--- src/rtl/turn_ag_pkg.sv ---
package turn_ag_pkg;
  typedef enum logic [1:0] {
    AG_IDLE  = 2'd0,
    AG_ARMED = 2'd1,
    AG_RUN   = 2'd2
  } ag_state_e;

  localparam int CB_ARM  = 0;
  localparam int CB_LOOP = 1;
  localparam int CB_SAVE = 2;
  localparam int CB_WEN  = 3;
  localparam int CTRL_W  = 4;
endpackage

--- src/rtl/turn_ag_arm.sv ---
module turn_ag_arm (
  input  logic clk,
  input  logic rst,
  input  logic arm_bit,
  output logic rise_o
);
  logic prev_q;

  always_ff @(posedge clk) begin
    if (rst) prev_q <= 1'b0;
    else     prev_q <= arm_bit;
  end

  assign rise_o = arm_bit & ~prev_q;
endmodule

--- src/rtl/turn_ag_count.sv ---
module turn_ag_count #(
  parameter int AW = 10
) (
  input  logic          clk,
  input  logic          rst,
  input  logic          clr,
  input  logic          inc,
  input  logic [AW-1:0] top,
  output logic [AW-1:0] addr_o,
  output logic          at_top_o
);
  logic [AW-1:0] addr_q;

  always_ff @(posedge clk) begin
    if (rst)      addr_q <= '0;
    else if (clr) addr_q <= '0;
    else if (inc) addr_q <= addr_q + 1'b1;
  end

  assign addr_o   = addr_q;
  assign at_top_o = (addr_q == top);
endmodule

--- src/rtl/turn_ag_fsm.sv ---
module turn_ag_fsm
  import turn_ag_pkg::*;
(
  input  logic clk,
  input  logic rst,
  input  logic arm_rise,
  input  logic bot_i,
  input  logic loop_en,
  input  logic save_en,
  input  logic wen_en,
  input  logic save_i,
  input  logic at_top,
  output logic clr_o,
  output logic inc_o,
  output logic running_o,
  output logic wen_o
);
  ag_state_e state_q, state_d;
  logic      wen_q;
  logic      save_hit;

  assign save_hit = loop_en & save_en & save_i;

  always_comb begin
    state_d = state_q;
    clr_o   = 1'b0;
    inc_o   = 1'b0;
    case (state_q)
      AG_IDLE: begin
        if (arm_rise) state_d = AG_ARMED;
      end
      AG_ARMED: begin
        if (bot_i) begin
          state_d = AG_RUN;
          clr_o   = 1'b1;
        end
      end
      AG_RUN: begin
        if (save_hit) begin
          state_d = AG_IDLE;
        end else if (at_top) begin
          if (loop_en) clr_o   = 1'b1;
          else         state_d = AG_IDLE;
        end else begin
          inc_o = 1'b1;
        end
      end
      default: state_d = AG_IDLE;
    endcase
  end

  always_ff @(posedge clk) begin
    if (rst) begin
      state_q <= AG_IDLE;
      wen_q   <= 1'b0;
    end else begin
      state_q <= state_d;
      wen_q   <= (state_d == AG_RUN) && wen_en;
    end
  end

  assign running_o = (state_q == AG_RUN);
  assign wen_o     = wen_q;
endmodule

--- src/rtl/turn_ag.sv ---
module turn_ag
  import turn_ag_pkg::*;
#(
  parameter int AW = 10
) (
  input  logic              clk,
  input  logic              rst,
  input  logic [CTRL_W-1:0] ctrl_i,
  input  logic [AW-1:0]     len_i,
  input  logic              bot_i,
  input  logic              save_i,
  output logic [AW-1:0]     addr_o,
  output logic              wen_o,
  output logic              running_o
);
  logic          arm_rise;
  logic          clr, inc, at_top;
  logic [AW-1:0] top_addr;

  assign top_addr = len_i + 1'b1;

  turn_ag_arm u_arm (
    .clk     (clk),
    .rst     (rst),
    .arm_bit (ctrl_i[CB_ARM]),
    .rise_o  (arm_rise)
  );

  turn_ag_fsm u_fsm (
    .clk       (clk),
    .rst       (rst),
    .arm_rise  (arm_rise),
    .bot_i     (bot_i),
    .loop_en   (ctrl_i[CB_LOOP]),
    .save_en   (ctrl_i[CB_SAVE]),
    .wen_en    (ctrl_i[CB_WEN]),
    .save_i    (save_i),
    .at_top    (at_top),
    .clr_o     (clr),
    .inc_o     (inc),
    .running_o (running_o),
    .wen_o     (wen_o)
  );

  turn_ag_count #(.AW(AW)) u_cnt (
    .clk      (clk),
    .rst      (rst),
    .clr      (clr),
    .inc      (inc),
    .top      (top_addr),
    .addr_o   (addr_o),
    .at_top_o (at_top)
  );
endmodule

--- config.mk ---
export PLATFORM = sky130hd
export DESIGN_NAME = turn_ag
export DESIGN_NICKNAME = d
export VERILOG_FILES = /design/src/rtl/turn_ag_pkg.sv /design/src/rtl/turn_ag_arm.sv /design/src/rtl/turn_ag_count.sv /design/src/rtl/turn_ag_fsm.sv /design/src/rtl/turn_ag.sv
export SDC_FILE = /design/constraint.sdc
export NUM_CORES = 1
export LEC_CHECK = 0
export ABC_AREA = 1
export BUFFER_PORTS_ARGS = -buffer_cell sky130_fd_sc_hd__buf_2
export CAP_MARGIN = 20
export CORE_MARGIN = 5
export CORE_UTILIZATION = 30
export DETAILED_ROUTE_END_ITERATION = 6
export PLACE_DENSITY = 0.55
export RECOVER_POWER = 100
export SLEW_MARGIN = 20
export SYNTH_ARGS = -nofsm -noshare
export SYNTH_HDL_FRONTEND = slang
export SYNTH_SLANG_ARGS = --single-unit
--- constraint.sdc ---
create_clock -name clk -period 1.6 [get_ports clk]
set_clock_uncertainty 0.05 [all_clocks]
set_input_delay 0.16 -clock clk [delete_from_list [all_inputs] [get_ports clk]]
set_output_delay 0.16 -clock clk [all_outputs]
set_load 0.005 [all_outputs]
==> flow_summary_export.csv, run 1 <==
group,metric,value,unit
power_and_ir_drop,power_frac_clock,33.1,%
yosys,synth.net_count,239,
power_and_ir_drop,switching_power,0.220,mW
finish,multi_input_comb_area,866,µm²
critical_path,r2r_cells,14,
yosys,ys_ff_latch,14,
power_and_ir_drop,power_density,447,mW/mm²
yosys,seq_area_frac_synth,22.1,%
clocking,clockBufferDepth,2,
drt,via_per_inst,4.19,
sta,max_freq,0.628,GHz
global_route,grt_pass1_wl,5580,µm
sta,finalHoldViolCount,0,
placement,dp.cells,322,
global_route,grt_max_degree,11,
floorplanning,num_rows,23,
yosys,synth_commonest_cells,"nand2_1 (71), inv_1 (38), nor2_1 (24)",
finish,n_antenna_cell,0,
sta,slew_violations,0,
hold_path,hold_depth,2,
yosys,synth-main-ff-cell,"dfxtp_1",
power_and_ir_drop,seq_power_share,43.3,%
status,status,"complete, no violations",
sta,worst_slew_pin_slew,0.284,ns
finish,layout.nets,307,
yosys,yosysUniqueCellTypes,22,
floorplanning,die_h,75.1,µm
yosys,netlist_area,0.00127,mm²
clocking,htreeDepth,1,
floorplanning,coreArea,0.00406,mm²
yosys,async_flop_share,0,%
clocking,clock_latency,0.24,ns
drt,wirelength,3270,µm
clocking,root_buffer,"clkbuf_8",
yosys,ys_warn_count,0,
drt,wl_per_cell,9.86,µm
global_route,antenna_found_initial,0,
yosys,postSynthCellCount,215,
power_and_ir_drop,sw_frac_of_total,26.6,%
global_route,gr-usage-all-layers,12.7,%
critical_path,critPathKind,"register to register",
floorplanning,die_area,0.00563,mm²
floorplanning,pin_count,30,
floorplanning,initial_core_util,31.3,%
power_and_ir_drop,ir_drop,266,µV
sta,fin_crit_sh,99.6,%
drt,drtIter0Drc,61,
power_and_ir_drop,power.leakage,0.964,nW
yosys,syn_area_per_cell,5.91,µm²
placement,dp_hpwl,2710,µm
finish,fin_cells,331,
finish,drive_above_1_share,37.7,%
power_and_ir_drop,internal-power,0.607,mW
critical_path,required,1.68,ns
drt,ant_nets,0,
job,cap_viol_max_count,0,
hold_path,hold_class,"input port to register",
critical_path,cp-end-kind,"register",
drt,dr.pass1.iters,4,
sta,setup_viol,0,
sta,rsz0062_at_grt,"yes",
floorplanning,die_w,75.1,µm
placement,place_congestion,0.794,
global_route,grt-ovfl-total,0,
critical_path,start_kind,"register",
yosys,yosysMostFrequentCell,"nand2_1",
critical_path,cp.arrival,1.67,ns
finish,postLayoutCoreUtil,45.6,%
sta,slew_headroom,80.9,%
clocking,cts_num_sinks,14,
yosys,synthTopCellsByArea,"dfxtp_1 (22%), nand2_1 (21%), inv_1 (11%)",
yosys,yosysTopAreaCell,"dfxtp_1",
critical_path,cp_max_fo,5,
yosys,yosysTopAreaCellShare,22.1,%
clocking,clk_pin_slew,0.05,ns
clocking,numCtsBuffers,3,
finish,fillers,436,
clocking,cts_tree,"done",
finish,regArea,292,µm²
finish,syn_to_final_growth,45.6,%
placement,io_buffer_count,29,
drt,vias,1386,
clocking,hold_buffers,0,
sta,fin_crit,1.59,ns
drt,drc,0,
power_and_ir_drop,p_comb_share,23.5,%
yosys,synth_edf_count,0,
global_route,grt_pass1_vias,1272,
==> kinds of logic after synthesis <==
group                      count (synthesis)  share of synthesized area, %
DFF                                       14                          22.1
and+or+nand+nor                          123                          42.5
AOI/OAI and AO/OA                         16                          8.47
xor gates and xnor gates                  10                          6.90
adders and majority gates                  6                          5.91
buffers and inverters                     46                          14.2
==> sequential cells by signal (all words and copies together) (netlist names) <==
register and cells:
u_fsm.wen_o 1, u_cnt.addr_o 10, u_fsm.state_q 2, u_arm.prev_q 1
==> worst paths after layout <==
kind,start,to,slack (ns)
hold reg to reg,u_cnt.addr_o[1],u_cnt.addr_o[1],0.59
setup reg to reg,u_cnt.addr_o[7],u_cnt.addr_o[0],0.007
setup / recovery,u_cnt.addr_o[7],u_cnt.addr_o[0],0.007
hold / removal,rst,u_arm.prev_q,0.08
==> layout make-up <==
cell class              count  share of cell area, %
multi-input cells         156                   46.8
well taps                  50                   3.38
clock buffers               3                   2.23
flip-flops and latches     14                   15.8
inverters                  45                   9.13
repair buffers             63                   22.7
==> power by group through the flow <==
stage | Sequential, mW | Combinational [mW] | Clock (mW)
6_report | 0.358 | 0.195 | 0.274
4_1_cts | 0.360 | 0.191 | 0.279
5_1_grt | 0.359 | 0.223 | 0.301
2_1_floorplan | 0.368 | 0.103 | 0
3_3_place_gp | 0.367 | 0.177 | 0
3_5_place_dp | 0.367 | 0.177 | 0
==> layer usage <==
metal  GRT usage (%)  wire length, µm
met2            21.6             1590
met1            17.1             1560
met5               0                0
met4            2.96               30
met3            1.74               81
==> cell usage in the layout, fill, tap and decap left out, drive strengths merged <==
cell type	n
inv	45
xnor2	2
nor2	31
nand3	15
nor3b	1
nand2	73
xor2	8
dfxtp	14
nor4	3
a21oi	1
nand4	1
o22ai	1
o21ai	14
buf	62
ha	6
clkbuf	4
==> what timing repair did <==
| action | CTS | global route |
|---|---|---|
| resized for setup | 14 | 8 |
| buffers inserted | 4 | 1 |
| pin swaps | 16 | 14 |
| endpoints found under the setup margin | 12 | 13 |
| gates cloned | 1 | 0 |
==> per-stage QoR <==
| stage | TNS, ns | setup slack [ns] | instance area (µm²) | hold WS, ns | total power [mW] |
|---|---|---|---|---|---|
| finish | 0 | 0.00717 | 1850 | 0.0773 | 0.827 |
| CTS | -0.115 | -0.0169 | 1810 | 0.0787 | 0.830 |
| global placement | -2.62 | -0.240 | 1690 | 0.325 | 0.544 |
| detailed placement | -2.99 | -0.256 | 1690 | 0.331 | 0.544 |
| global route | -2.07 | -0.191 | 1850 | 0.0791 | 0.882 |
| floorplan | 0 | 0.00190 | 1270 | 0.182 | 0.472 |
==> worst max-delay path, stage by stage (launching register included) <==
cell     delay (ns)
dfxtp_2        0.33
inv_2          0.05
nand2_1        0.04
nand2_1        0.07
inv_1          0.04
nand2_1        0.05
nand2_1        0.05
nor2_2         0.11
nand3_2        0.11
nor2_4         0.17
nand3_1        0.09
nand2_1        0.08
nand2_2        0.09
nand2_4        0.10
nor2_1         0.05
No activity file was read; power rests on OpenSTA's default activity.
==> run 2, diff against run 1 <==
--- a/config.mk
+++ b/config.mk
@@ -11,6 +11,7 @@
 export CORE_MARGIN = 5
 export CORE_UTILIZATION = 30
 export DETAILED_ROUTE_END_ITERATION = 6
+export MAX_ROUTING_LAYER = met4
 export PLACE_DENSITY = 0.55
 export RECOVER_POWER = 100
 export SLEW_MARGIN = 20
==> flow_summary_export.csv, run 2 (synthesized netlist as in run 1, its figures left out) <==
group,metric,value,unit
finish,n_antenna_cell,0,
sta,fin_crit_sh,99.5,%
floorplanning,pin_count,30,
power_and_ir_drop,power.leakage,0.964,nW
floorplanning,die_w,75.1,µm
drt,drtIter0Drc,63,
finish,largest_reg_flops,10,
floorplanning,die_h,75.1,µm
finish,syn_to_final_growth,45.6,%
finish,layout.nets,307,
floorplanning,num_rows,23,
sta,holdWs,0.0771,ns
drt,wirelength,3270,µm
critical_path,cp-end-kind,"register",
sta,max_freq,0.628,GHz
sta,slew_violations,0,
critical_path,required,1.68,ns
global_route,grt_pass1_vias,1270,
sta,rsz0062_at_grt,"yes",
sta,tns,0,ns
sta,worst_slew_pin_slew,0.284,ns
critical_path,start_kind,"register",
drt,via_per_inst,4.20,
power_and_ir_drop,ir_drop,266,µV
hold_path,hold_class,"input port to register",
finish,final_cell_mix,"nand2_1 (68), inv_1 (38), buf_4 (31)",
power_and_ir_drop,power_density,448,mW/mm²
sta,slew_headroom,80.9,%
sta,setup_viol,0,
placement,dp_hpwl,2710,µm
sta,fin_crit,1.59,ns
critical_path,cp.arrival,1.67,ns
status,status,"complete, no violations",
drt,ant_nets,0,
global_route,grt_max_degree,11,
clocking,numCtsBuffers,3,
placement,place_congestion,0.805,
critical_path,critPathKind,"register to register",
drt,drc,0,
clocking,htreeDepth,1,
floorplanning,initial_core_util,31.3,%
sta,finalHoldViolCount,0,
drt,vias,1389,
floorplanning,coreArea,0.00406,mm²
global_route,gr-usage-all-layers,13.1,%
global_route,antenna_found_initial,0,
finish,fin_cells,331,
global_route,grt_pass1_wl,5580,µm
clocking,clock_latency,0.24,ns
clocking,root_buffer,"clkbuf_8",
finish,drive_above_1_share,37.7,%
placement,dp.cells,322,
drt,dr.pass1.iters,4,
clocking,clk_pin_slew,0.05,ns
placement,detailed_place.area,0.00169,mm²
clocking,clockBufferDepth,2,
job,cap_viol_max_count,0,
finish,stdcell_area,0.00185,mm²
placement,io_buffer_count,29,
clocking,cts_num_sinks,14,
finish,final_common_cell,"nand2_1",
hold_path,hold_depth,2,
clocking,cts_tree,"done",
critical_path,cp_max_fo,5,
floorplanning,die_area,0.00563,mm²
critical_path,r2r_cells,14,
global_route,grt-ovfl-total,0,
drt,wl_per_cell,9.89,µm
finish,fillers,436,
[run 2: cell counts in the layout (fill, tap and decap cells not counted)]
No cell type changed its count.
[run 2: final timing paths]
path	endpoint	slack (ns)	start
hold / removal	u_arm.prev_q	0.08	rst
setup reg to reg	u_cnt.addr_o[0]	0.008	u_cnt.addr_o[7]
hold reg to reg	u_cnt.addr_o[1]	0.59	u_cnt.addr_o[1]
setup / recovery	u_cnt.addr_o[0]	0.008	u_cnt.addr_o[7]
[run 2: metrics by stage]
step / setup WS (ns) / total power, mW / util [%]
2_1_floorplan: 0.00190 / 0.472 / -
3_3_place_gp: -0.240 / 0.544 / 41.5
3_5_place_dp: -0.256 / 0.544 / 41.5
4_1_cts: -0.0169 / 0.830 / 44.7
5_1_grt: -0.191 / 0.882 / 45.6
6_report: 0.00779 / 0.828 / 45.6
[run 2: what timing repair did]
action,in CTS,in global routing
pin swaps,16,14
gates resized for setup,14,8
buffers inserted,4,1
setup endpoints to repair,12,13
hold buffers,0,0
gates cloned,1,0
[run 2: area by class of cell]
class                           instances  area, µm²  share of cell area [%]
Multi-Input combinational cell        156        866                    46.8
Timing Repair Buffer                   63        419                    22.7
Inverter                               45        169                    9.13
Tap cell                               50       62.6                    3.38
Clock buffer                            3       41.3                    2.23
Sequential cell                        14        292                    15.8
[run 2: where the power goes]
part	leakage, nW	internal [mW]	switching (mW)	total (mW)
logic	0.825	0.0866	0.108	0.195
clock network	0.0216	0.166	0.109	0.275
registers	0.117	0.355	0.00375	0.358
total	0.964	0.607	0.221	0.828
[run 2: routing by layer]
metal | GRT usage [%] | routed length [µm] | up-vias | share of wire (%)
li1 | - | - | 781 | -
met1 | 17.1 | 1570 | 588 | 48
met5 | - | 0 | - | 0
met3 | 1.74 | 88 | 4 | 2.7
met4 | 2.96 | 30 | 0 | 0.92
met2 | 21.6 | 1580 | 16 | 48
[run 2: critical path, stage by stage, from the launching register on]
cell     delay [ns]
dfxtp_2        0.33
inv_2          0.05
nand2_1        0.04
nand2_1        0.07
inv_1          0.04
nand2_1        0.05
nand2_1        0.05
nor2_2         0.11
nand3_2        0.11
nor2_4         0.17
nand3_1        0.09
nand2_1        0.08
nand2_2        0.09
nand2_4        0.10
nor2_1         0.05
